==> src/rtl/sdram_trk_pkg.sv <==
package sdram_trk_pkg;

    typedef enum logic [3:0] {
        CMD_INH  = 4'd0,
        CMD_NOP  = 4'd1,
        CMD_ACT  = 4'd2,
        CMD_RD   = 4'd3,
        CMD_WR   = 4'd4,
        CMD_BST  = 4'd5,
        CMD_PRE  = 4'd6,
        CMD_AREF = 4'd7,
        CMD_SREF = 4'd8,
        CMD_LMR  = 4'd9,
        CMD_IDLE = 4'd10
    } cmd_e;

    // Per-bank strobes produced by the decoder for one cycle
    typedef struct packed {
        logic act;   // open a row
        logic rw;    // start an access
        logic ap;    // access carries auto-precharge
        logic wr;    // access is a write
        logic stop;  // end the running burst
        logic pre;   // close the row
    } bank_ctl_t;

    function automatic cmd_e decode_pins(input logic cs_n, input logic ras_n,
                                         input logic cas_n, input logic we_n,
                                         input logic cke);
        if (cs_n) return CMD_INH;
        case ({ras_n, cas_n, we_n})
            3'b111:  return CMD_NOP;
            3'b011:  return CMD_ACT;
            3'b101:  return CMD_RD;
            3'b100:  return CMD_WR;
            3'b110:  return CMD_BST;
            3'b010:  return CMD_PRE;
            3'b001:  return cke ? CMD_AREF : CMD_SREF;
            default: return CMD_LMR;
        endcase
    endfunction

endpackage

==> src/rtl/sdram_cmd_decode.sv <==
module sdram_cmd_decode
    import sdram_trk_pkg::*;
#(
    parameter int ADDR_W    = 11,
    parameter int NUM_BANKS = 2,
    parameter int BA_W      = 1
) (
    input  logic                  cs_n,
    input  logic                  ras_n,
    input  logic                  cas_n,
    input  logic                  we_n,
    input  logic                  cke,
    input  logic [BA_W-1:0]       ba,
    input  logic [ADDR_W-1:0]     addr,
    input  logic                  self_ref_i,
    input  logic [NUM_BANKS-1:0]  row_open_i,
    output cmd_e                  cmd_o,
    output bank_ctl_t [NUM_BANKS-1:0] ctl_o,
    output logic                  err_o,
    output logic                  aref_o,
    output logic                  sref_o,
    output logic                  lmr_o
);
    localparam int AP_BIT = ADDR_W - 1;

    cmd_e raw;
    logic is_rw;
    logic tgt_open;

    always_comb begin
        raw      = decode_pins(cs_n, ras_n, cas_n, we_n, cke);
        cmd_o    = self_ref_i ? CMD_IDLE : raw;
        is_rw    = (cmd_o == CMD_RD) || (cmd_o == CMD_WR);
        tgt_open = row_open_i[ba];
        err_o    = ((cmd_o == CMD_ACT) && tgt_open) || (is_rw && !tgt_open);
        aref_o   = (cmd_o == CMD_AREF);
        sref_o   = (cmd_o == CMD_SREF);
        lmr_o    = (cmd_o == CMD_LMR);
    end

    for (genvar b = 0; b < NUM_BANKS; b++) begin : g_bank
        logic sel;
        assign sel = (ba == BA_W'(b));
        always_comb begin
            ctl_o[b].act  = (cmd_o == CMD_ACT) && sel && !row_open_i[b];
            ctl_o[b].rw   = is_rw && sel && row_open_i[b];
            ctl_o[b].ap   = addr[AP_BIT];
            ctl_o[b].wr   = (cmd_o == CMD_WR);
            ctl_o[b].stop = (cmd_o == CMD_BST) || (is_rw && !sel && tgt_open);
            ctl_o[b].pre  = (cmd_o == CMD_PRE) && (addr[AP_BIT] || sel);
        end
    end

endmodule

==> src/rtl/sdram_bank_state.sv <==
module sdram_bank_state
    import sdram_trk_pkg::*;
#(
    parameter int ADDR_W = 11,
    parameter int BL_W   = 4
) (
    input  logic              clk,
    input  logic              rst,
    input  bank_ctl_t         ctl_i,
    input  logic [ADDR_W-1:0] row_i,
    input  logic [BL_W-1:0]   bl_i,
    output logic              open_o,
    output logic [ADDR_W-1:0] row_o,
    output logic              busy_o,
    output logic              busy_wr_o
);
    logic [BL_W-1:0] rem;
    logic            ap_q;
    logic            wr_q;

    always_ff @(posedge clk) begin
        if (rst) begin
            open_o <= 1'b0;
            row_o  <= '0;
            busy_o <= 1'b0;
            rem    <= '0;
            ap_q   <= 1'b0;
            wr_q   <= 1'b0;
        end else if (ctl_i.pre) begin
            open_o <= 1'b0;
            busy_o <= 1'b0;
            ap_q   <= 1'b0;
        end else if (ctl_i.act) begin
            open_o <= 1'b1;
            row_o  <= row_i;
        end else if (ctl_i.rw) begin
            wr_q <= ctl_i.wr;
            if (bl_i <= BL_W'(1)) begin
                busy_o <= 1'b0;
                ap_q   <= 1'b0;
                if (ctl_i.ap) open_o <= 1'b0;
            end else begin
                busy_o <= 1'b1;
                rem    <= bl_i - BL_W'(1);
                ap_q   <= ctl_i.ap;
            end
        end else if (ctl_i.stop) begin
            busy_o <= 1'b0;
            ap_q   <= 1'b0;
        end else if (busy_o) begin
            rem <= rem - BL_W'(1);
            if (rem == BL_W'(1)) begin
                busy_o <= 1'b0;
                ap_q   <= 1'b0;
                if (ap_q) open_o <= 1'b0;
            end
        end
    end

    assign busy_wr_o = busy_o && wr_q;

endmodule

==> src/rtl/sdram_dq_ctrl.sv <==
module sdram_dq_ctrl #(
    parameter int RD_LAT = 2
) (
    input  logic clk,
    input  logic rst,
    input  logic dqm_i,
    input  logic rd_win_i,
    input  logic wr_win_i,
    output logic dq_we_o,
    output logic dq_rd_oe_o
);
    logic [RD_LAT-1:0] pipe;
    logic              rd_now;

    assign rd_now  = rd_win_i && !dqm_i;
    assign dq_we_o = wr_win_i && !dqm_i;

    if (RD_LAT == 1) begin : g_single
        always_ff @(posedge clk) begin
            if (rst) pipe <= '0;
            else     pipe <= rd_now;
        end
    end else begin : g_multi
        always_ff @(posedge clk) begin
            if (rst) pipe <= '0;
            else     pipe <= {pipe[RD_LAT-2:0], rd_now};
        end
    end

    assign dq_rd_oe_o = pipe[RD_LAT-1];

endmodule

==> src/rtl/sdram_cmd_tracker.sv <==
module sdram_cmd_tracker
    import sdram_trk_pkg::*;
#(
    parameter int ADDR_W    = 11,
    parameter int NUM_BANKS = 2,
    parameter int BA_W      = (NUM_BANKS > 1) ? $clog2(NUM_BANKS) : 1,
    parameter int BL_W      = 4,
    parameter int RD_LAT    = 2
) (
    input  logic                        clk,
    input  logic                        rst,
    input  logic                        cs_n,
    input  logic                        ras_n,
    input  logic                        cas_n,
    input  logic                        we_n,
    input  logic                        cke,
    input  logic [BA_W-1:0]             ba,
    input  logic [ADDR_W-1:0]           addr,
    input  logic                        dqm,
    input  logic [BL_W-1:0]             burst_len,
    output logic [3:0]                  cmd_o,
    output logic [NUM_BANKS-1:0]        row_open_o,
    output logic [NUM_BANKS*ADDR_W-1:0] open_rows_o,
    output logic [NUM_BANKS-1:0]        burst_active_o,
    output logic                        proto_err_o,
    output logic                        self_ref_o,
    output logic [ADDR_W-1:0]           ref_count_o,
    output logic [ADDR_W+BA_W-1:0]      mode_o,
    output logic                        dq_we_o,
    output logic                        dq_rd_oe_o
);
    cmd_e                      dec_cmd;
    bank_ctl_t [NUM_BANKS-1:0] ctl;
    logic                      dec_err, dec_aref, dec_sref, dec_lmr;
    logic [NUM_BANKS-1:0]      busy_wr;
    logic                      rd_win, wr_win;

    sdram_cmd_decode #(
        .ADDR_W(ADDR_W), .NUM_BANKS(NUM_BANKS), .BA_W(BA_W)
    ) u_dec (
        .cs_n(cs_n), .ras_n(ras_n), .cas_n(cas_n), .we_n(we_n), .cke(cke),
        .ba(ba), .addr(addr), .self_ref_i(self_ref_o), .row_open_i(row_open_o),
        .cmd_o(dec_cmd), .ctl_o(ctl), .err_o(dec_err), .aref_o(dec_aref),
        .sref_o(dec_sref), .lmr_o(dec_lmr)
    );

    for (genvar b = 0; b < NUM_BANKS; b++) begin : g_bank
        sdram_bank_state #(.ADDR_W(ADDR_W), .BL_W(BL_W)) u_bank (
            .clk(clk), .rst(rst), .ctl_i(ctl[b]), .row_i(addr), .bl_i(burst_len),
            .open_o(row_open_o[b]), .row_o(open_rows_o[b*ADDR_W +: ADDR_W]),
            .busy_o(burst_active_o[b]), .busy_wr_o(busy_wr[b])
        );
    end

    always_comb begin
        rd_win = 1'b0;
        wr_win = 1'b0;
        for (int b = 0; b < NUM_BANKS; b++) begin
            if (ctl[b].rw &&  ctl[b].wr) wr_win = 1'b1;
            if (ctl[b].rw && !ctl[b].wr) rd_win = 1'b1;
            if (busy_wr[b])              wr_win = 1'b1;
            if (burst_active_o[b] && !busy_wr[b]) rd_win = 1'b1;
        end
    end

    sdram_dq_ctrl #(.RD_LAT(RD_LAT)) u_dq (
        .clk(clk), .rst(rst), .dqm_i(dqm), .rd_win_i(rd_win), .wr_win_i(wr_win),
        .dq_we_o(dq_we_o), .dq_rd_oe_o(dq_rd_oe_o)
    );

    always_ff @(posedge clk) begin
        if (rst) begin
            cmd_o       <= CMD_NOP;
            proto_err_o <= 1'b0;
            self_ref_o  <= 1'b0;
            ref_count_o <= '0;
            mode_o      <= '0;
        end else begin
            cmd_o       <= dec_cmd;
            proto_err_o <= dec_err;
            if (self_ref_o && cke) self_ref_o <= 1'b0;
            else if (dec_sref)     self_ref_o <= 1'b1;
            if (dec_aref) ref_count_o <= ref_count_o + 1'b1;
            if (dec_lmr)  mode_o <= {ba, addr};
        end
    end

endmodule

==> config.mk <==
export PLATFORM = sky130hd
export DESIGN_NAME = sdram_cmd_tracker
export DESIGN_NICKNAME = d
export VERILOG_FILES = /design/src/rtl/sdram_trk_pkg.sv /design/src/rtl/sdram_cmd_decode.sv /design/src/rtl/sdram_bank_state.sv /design/src/rtl/sdram_dq_ctrl.sv /design/src/rtl/sdram_cmd_tracker.sv
export SDC_FILE = /design/constraint.sdc
export NUM_CORES = 1
export LEC_CHECK = 0
export BUFFER_PORTS_ARGS = -buffer_cell sky130_fd_sc_hd__buf_2
export CORE_ASPECT_RATIO = 0.6
export CORE_UTILIZATION = 35
export DETAILED_ROUTE_END_ITERATION = 6
export HOLD_SLACK_MARGIN = 0.1
export PLACE_DENSITY = 0.58
export SYNTH_ARGS = -nofsm -noshare
export SYNTH_HDL_FRONTEND = slang
export SYNTH_SLANG_ARGS = --single-unit
==> constraint.sdc <==
create_clock -name clk -period 2.3 [get_ports clk]
set_clock_uncertainty 0.1 [all_clocks]
set_input_delay 0.115 -clock clk [delete_from_list [all_inputs] [get_ports clk]]
set_output_delay 0.115 -clock clk [all_outputs]
set_load 0.02 [all_outputs]
### Word-level counts from Yosys, hierarchy flattened

Index checks and enable logic that the tools add are counted.

* bits in registers: 69
* input bits: 24
* output and inout port bits: 57
* logic and storage cells: 176

* add/sub/neg operators: 4
* magnitude comparators: 2
* equal/unequal tests: 27
* mux-type cells: 55
* bitwise gates (word level): 5
* reductions and logical operators: 65

Operators by type and width (number)
* 4-bit 2-to-1 mux: 11
* 1-bit 2-to-1 mux: 43
* 3-bit nonzero test: 10
* 4-bit case mux with 7 select lines: 1
* 1-bit logical AND: 26
* 4-bit by 3-bit == test with 1-bit output, second input constant: 4
* 3-bit == test, second input constant: 4
* 3-bit by 1-bit != test with 1-bit output, second input constant: 4
* 3-bit AND reduction: 4
* 6-bit AND reduction: 2
* 4-bit by 1-bit subtractor with 4-bit output, second input constant: 3
* 11-bit by 1-bit adder with 11-bit output, second input constant: 1
* 5-bit AND reduction: 2
* 4-bit by 1-bit == test with 1-bit output, second input constant: 2
* 4-bit by 2-bit == test with 1-bit output, second input constant: 2
* 4-bit == test, second input constant: 2
* 1-bit zero test: 8
* 3-bit by 2-bit == test with 1-bit output, second input constant: 2
* 1-bit logical OR: 6
* 3-bit by 2-bit != test with 1-bit output, second input constant: 2
* 2-bit OR reduction: 3
* 1-bit NOT: 5
* 4-bit by 1-bit <= comparator with 1-bit output, second input constant: 1
* 2-bit by 1-bit != test with 1-bit output, second input constant: 2
* other kinds (5): 8

### Longest topological paths before layout

* word-level depth: 14
* gate-level depth with buffers: 7
* depth with buffers taken out: 7

### Cells and area by module

A second synthesis with hierarchy kept.

* cells, all modules: 406
* area total of the unflattened synthesis: 3434.5 sq um

By module, submodules not included
* sdram_bank_state: times used 2, cells an instance 117, area each 979.7 sq um, seq. area each 380.4 sq um
* sdram_cmd_tracker: times used 1, cells an instance 117, area each 1122.3 sq um, seq. area each 580.6 sq um
* sdram_cmd_decode: times used 1, cells an instance 50, area each 287.8 sq um, seq. area each 0.0 sq um
* sdram_dq_ctrl: times used 1, cells an instance 5, area each 65.1 sq um, seq. area each 40.0 sq um

### Worst setup path after synthesis

No wires, ideal clock.

* path kind: flip-flop to flip-flop
* start: register self_ref_o
* end: register g_bank[1].u_bank.rem[0]
* arrival: 1731 ps
* required time: 2081 ps
* slack: 350 ps
* stages on the path, launching flop included: 8
* path buffers: 2
* period minus slack after synthesis: 1950 ps
* path through: dfxtp_1 -> buf_6 -> nor4b_4 -> buf_6 -> o311ai_4 -> a21o_1 -> or2_4 -> o221a_2

* longest elaborated chain between the ends: 8
* elaborated cells between the ends (all ways): 22

Ends and longest elaborated chain
* start, declared: RTL line sdram_cmd_tracker.sv:26 `output logic self_ref_o,`
* start signal, assigned: RTL line sdram_cmd_tracker.sv:75 `self_ref_o <= 1'b0;`
* start signal, assigned: RTL line sdram_cmd_tracker.sv:81 `if (self_ref_o && cke) self_ref_o <= 1'b0;`
* start signal, assigned: RTL line sdram_cmd_tracker.sv:82 `else if (dec_sref) self_ref_o <= 1'b1;`
* 4-bit 2-to-1 mux *: RTL line sdram_cmd_decode.sv:32 `cmd_o = self_ref_i ? CMD_IDLE : raw;`
* 4-bit by 2-bit == test with 1-bit output / 4-bit by 3-bit == test with 1-bit output (equally long branches): RTL line sdram_cmd_decode.sv:33 `is_rw = (cmd_o == CMD_RD) || (cmd_o == CMD_WR);`
* 1-bit logical OR: RTL line sdram_cmd_decode.sv:33
* 1-bit logical AND (2 in series): RTL line sdram_cmd_decode.sv:49 `ctl_o[b].stop = (cmd_o == CMD_BST) || (is_rw && !sel && tgt_open);`
* 1-bit logical OR: RTL line sdram_cmd_decode.sv:49
* 2-bit by 1-bit != test with 1-bit output (no line)
* 5-bit AND reduction (no line)
* end signal, assigned: RTL line sdram_bank_state.sv:44 `rem <= bl_i - BL_W'(1);`
* end signal, assigned: RTL line sdram_bank_state.sv:51 `rem <= rem - BL_W'(1);`
* end, declared: RTL line sdram_bank_state.sv:17 `logic [BL_W-1:0] rem;`

Every way passes the cells marked *; elsewhere a longest branch is shown, timed or not.
A chain may end at the register's enable or synchronous reset.

### Final worst setup path

* start: input cs_n
* end: register u_dq.pipe[0]

* longest elaborated chain between the ends: 13
* elaborated cells between the ends (all ways): 18

Ends and longest elaborated chain
* start, declared: RTL line sdram_cmd_tracker.sv:12 `input logic cs_n,`
* 1-bit 2-to-1 mux *: RTL line sdram_trk_pkg.sv:30 `if (cs_n) return CMD_INH;`
* 4-bit 2-to-1 mux *: RTL line sdram_trk_pkg.sv:31 `case ({ras_n, cas_n, we_n})`
* 4-bit 2-to-1 mux *: RTL line sdram_cmd_decode.sv:32
* 4-bit by 2-bit == test with 1-bit output / 4-bit by 3-bit == test with 1-bit output (equally long branches): RTL line sdram_cmd_decode.sv:33, sdram_cmd_decode.sv:48
* 1-bit logical OR: RTL line sdram_cmd_decode.sv:33
* 1-bit logical AND (2 in series): RTL line sdram_cmd_decode.sv:46 `ctl_o[b].rw = is_rw && sel && row_open_i[b];`
* 1-bit logical AND: RTL line sdram_cmd_tracker.sv:60 `if (ctl[b].rw && !ctl[b].wr) rd_win = 1'b1;`
* 1-bit 2-to-1 mux: RTL line sdram_cmd_tracker.sv:60
* 1-bit 2-to-1 mux: RTL line sdram_cmd_tracker.sv:62 `if (burst_active_o[b] && !busy_wr[b]) rd_win = 1'b1;`
* 1-bit 2-to-1 mux *: RTL line sdram_cmd_tracker.sv:60
* 1-bit 2-to-1 mux *: RTL line sdram_cmd_tracker.sv:62
* 1-bit logical AND *: RTL line sdram_dq_ctrl.sv:15 `assign rd_now = rd_win_i && !dqm_i;`
* end signal, assigned: RTL line sdram_dq_ctrl.sv:26 `else pipe <= {pipe[RD_LAT-2:0], rd_now};`
* end, declared: RTL line sdram_dq_ctrl.sv:12 `logic [RD_LAT-1:0] pipe;`

Marks and branches as above.

==> results.yml <==
power:
  internal_power_mw: 2.17
  p_seq_frac: 0.429
  power_frac_clock: 0.490
  p_comb_frac: 0.081
  p_sw_mw: 0.678
  vdd_ir_drop_max_v: 0.000338
  p_leak_nw: 1.74
  sw_frac_of_total: 0.239
  power_density_nw_per_um2: 664
yosys:
  yosysTopAreaCell: "dfxtp_1"
  yosysUniqueCellTypes: 55
  avgSynthCellArea_um2: 8.01
  synth_area_leaders: "dfxtp_1 (42%), nand2_1 (11%), a21oi_1 (8.7%), nor2_1 (3.1%), ha_1 (2.7%)"
  synth_edf_count: 0
  synth_area_um2: 3290
  async_flop_share: 0
  ys_ff_latch: 69
  netlist_instances: 410
  synth_nets: 441
  ys.flop_type: "dfxtp_1"
  yosysTopAreaCellShare: 0.420
  ys_seq_area_frac: 0.420
  yosys_warnings: 0
grt:
  grt_usage: 0.197
  antenna_found_initial: 0
  grt_pass1_vias: 2859
  globalRoute.totalOverflow: 0
  grt_start_max_net_pins: 53
  grt_pass1_wl_um: 15000
finish:
  stdcell_count: 632
  num-fill-cells: 872
  syn_to_final_growth_pct: 30.4
  drive_gt1_frac: 0.249
  antenna_cells: 0
  nNetsFinal: 533
timing:
  rsz0062_at_grt: "no"
  setup_viol: 0
  finalSetupTns_ps: 0
  worst_pin_slew_ps: 601
  fin_ws_ps: 74.7
  max_freq_mhz: 449
  fin_crit_sh: 0.968
  period_minus_slack_ps: 2230
  maxSlewViolCount: 0
  relSlewSlack: 0.600
  final-hold-violation-count: 0
clock_tree:
  cts_tree: "built"
  path_clk_slew_ps: 60
  clockBufferDepth: 2
  clock_sinks: 69
  numCtsBuffers: 9
  ctsRootBufferMaster: "clkbuf_16"
  clk_latency_ps: 330
  htree_levels: 3
floorplanning:
  initial_core_util: 0.373
  num_rows: 26
  coreArea_um2: 8820
  dieHeight_um: 77.1
  die_area_um2: 9790
  io_pins: 81
  chipWidth_um: 127
placed_design:
  gp_congestion: 0.828
  pre_cts_ws_ps: 260
  dp_cells: 597
  port_buffers: 80
  hpwl_um: 6510
drt:
  top_layer: "met4"
  met1_length_um: 4860
  avgRoutedWirePerCell_um: 14.7
  postRouteAntennaNets: 0
  via_per_inst: 5.09
  drc_errors: 0
  drtPass1Iterations: 5
  dr_wl_met2_um: 3580
  drt_iter0_markers: 237
  routed_wl_um: 9290
  vias: 3220
  route.met3.wl_um: 770
critical_path:
  r2r_end: "u_dq.pipe[0]"
  crit_path_end: "u_dq.pipe[0]"
  rrSetupSlack_ps: 190
  crit_fanout: 9
  critPathArrivalTime_ps: 2350
  cp-start-kind: "input pin"
  startpoint: "cs_n"
  required_ps: 2420
  path_class: "input pin to flop"
  r2r-start: "self_ref_o"
  worst_setup_path_end_kind: "flop"
  reg2regPathDepth: 8
flow_run:
  max_cap_viol_count: 0
status:
  outcome: "complete, no violations"
worst_hold_path:
  hold_depth: 3
  hp-class: "input pin to flop"
## state kept, by name, summed over array words and instances (netlist names)
signal and count:
g_bank.u_bank.row_o 22, u_dq.pipe 2, g_bank.u_bank.rem 8, g_bank.u_bank.open_o 2, g_bank.u_bank.busy_o 2, ref_count_o 11
g_bank.u_bank.wr_q 2, cmd_o 4, proto_err_o 1, self_ref_o 1, g_bank.u_bank.ap_q 2, mode_o 12
## Yosys cell counts, types with 3 or more instances
library cell / instances
a211oi_1: 3
xor2_1: 5
clkbuf_1: 16
nand3_1: 10
and3_1: 3
xnor2_1: 5
nor3b_1: 5
inv_1: 13
buf_2: 4
o21a_1: 3
a21oi_1: 57
and2_1: 3
nor3_1: 8
nand4_1: 6
o21ai_0: 14
or3_1: 3
nor2_1: 27
ha_1: 7
dfxtp_1: 69
buf_4: 6
o31ai_1: 3
nor2b_1: 5
nand2_1: 93
## worst min-delay path by stage
stage                     from            to  slack, ps
final                     we_n   proto_err_o        140
after global routing      we_n   proto_err_o        170
after CTS                 we_n   proto_err_o        110
after detailed placement   dqm  u_dq.pipe[0]        200
after global placement     dqm  u_dq.pipe[0]        200
after floorplan            dqm  u_dq.pipe[0]         90
## through the flow
step / power (mW) / area [um^2] / hold slack [ps] / util
after global routing: 2.96 / 4290 / 171 / 0.486
after detailed placement: 1.45 / 3780 / 201 / 0.428
after global placement: 1.44 / 3780 / 197 / 0.428
after floorplan: 1.37 / 3290 / 91.8 / -
final: 2.84 / 4290 / 137 / 0.486
after CTS: 2.87 / 4260 / 109 / 0.483
## timing repair
item / 4_1_cts / 5_1_grt
endpoints found under the hold margin: 48 / 0
gates cloned: 0 / 0
setup buffers: 0 / 2
hold buffers: 18 / 0
resized for setup: 1 / 4
setup endpoints to repair: 1 / 2
## logic make-up (layout without fill, tap and decap cells)
family,count (synthesis),after routing,share of synthesized area
AOI/OAI and AO/OA,99,99,0.185
DFF,69,69,0.420
buffers and inverters,41,137,0.0598
adders and majority gates,7,7,0.0267
and+or+nand+nor,181,181,0.272
xor gates and xnor gates,10,10,0.0267
muxes,3,3,0.00952
## layout by cell type, fill, tap and decap left out, drive strengths merged, types with 4 or more instances in the layout
cell type and instances:
nor3 8, nand3 10, xor2 5, ha 7, buf 90, and3 4
o21ai 15, nand2 93, xnor2 5, nand4 6, clkbuf 11, dlygate4sd3 18
nor2b 5, inv 14, nor3b 5, a21oi 57, dfxtp 69, nor2 28
and2 5
## critical path, stage by stage
cell and delay [ps]:
dlygate4sd3_1 530, clkbuf_4 210, or2_2 330, nor3b_2 210, buf_4 170, inv_1 40
a21oi_1 140, nor3_1 50, dlygate4sd3_1 560
## layer usage
metal	GRT usage	vias up
li1	-	1589
met1	0.295	1467
met2	0.259	152
met3	0.0719	12
met4	0.0500	0
met5	0	-
## layout make-up
cell class	count	area, um^2	share of cell area
timing repair buffer	109	682	0.159
clock buffer	10	239	0.0558
sequential	69	1380	0.323
inverter	13	48.8	0.0114
tap	126	158	0.0368
multi-input combinational	300	1720	0.400
clock inverter	5	60.1	0.0140
## power by group through the flow
stage	logic (mW)	clock network, mW	registers [mW]
2_1_floorplan	0.110	0	1.26
3_3_place_gp	0.199	0	1.25
3_5_place_dp	0.201	0	1.25
4_1_cts	0.224	1.43	1.22
5_1_grt	0.250	1.49	1.22
6_report	0.230	1.39	1.22
Note: power is estimated with default switching activity, not from simulation.
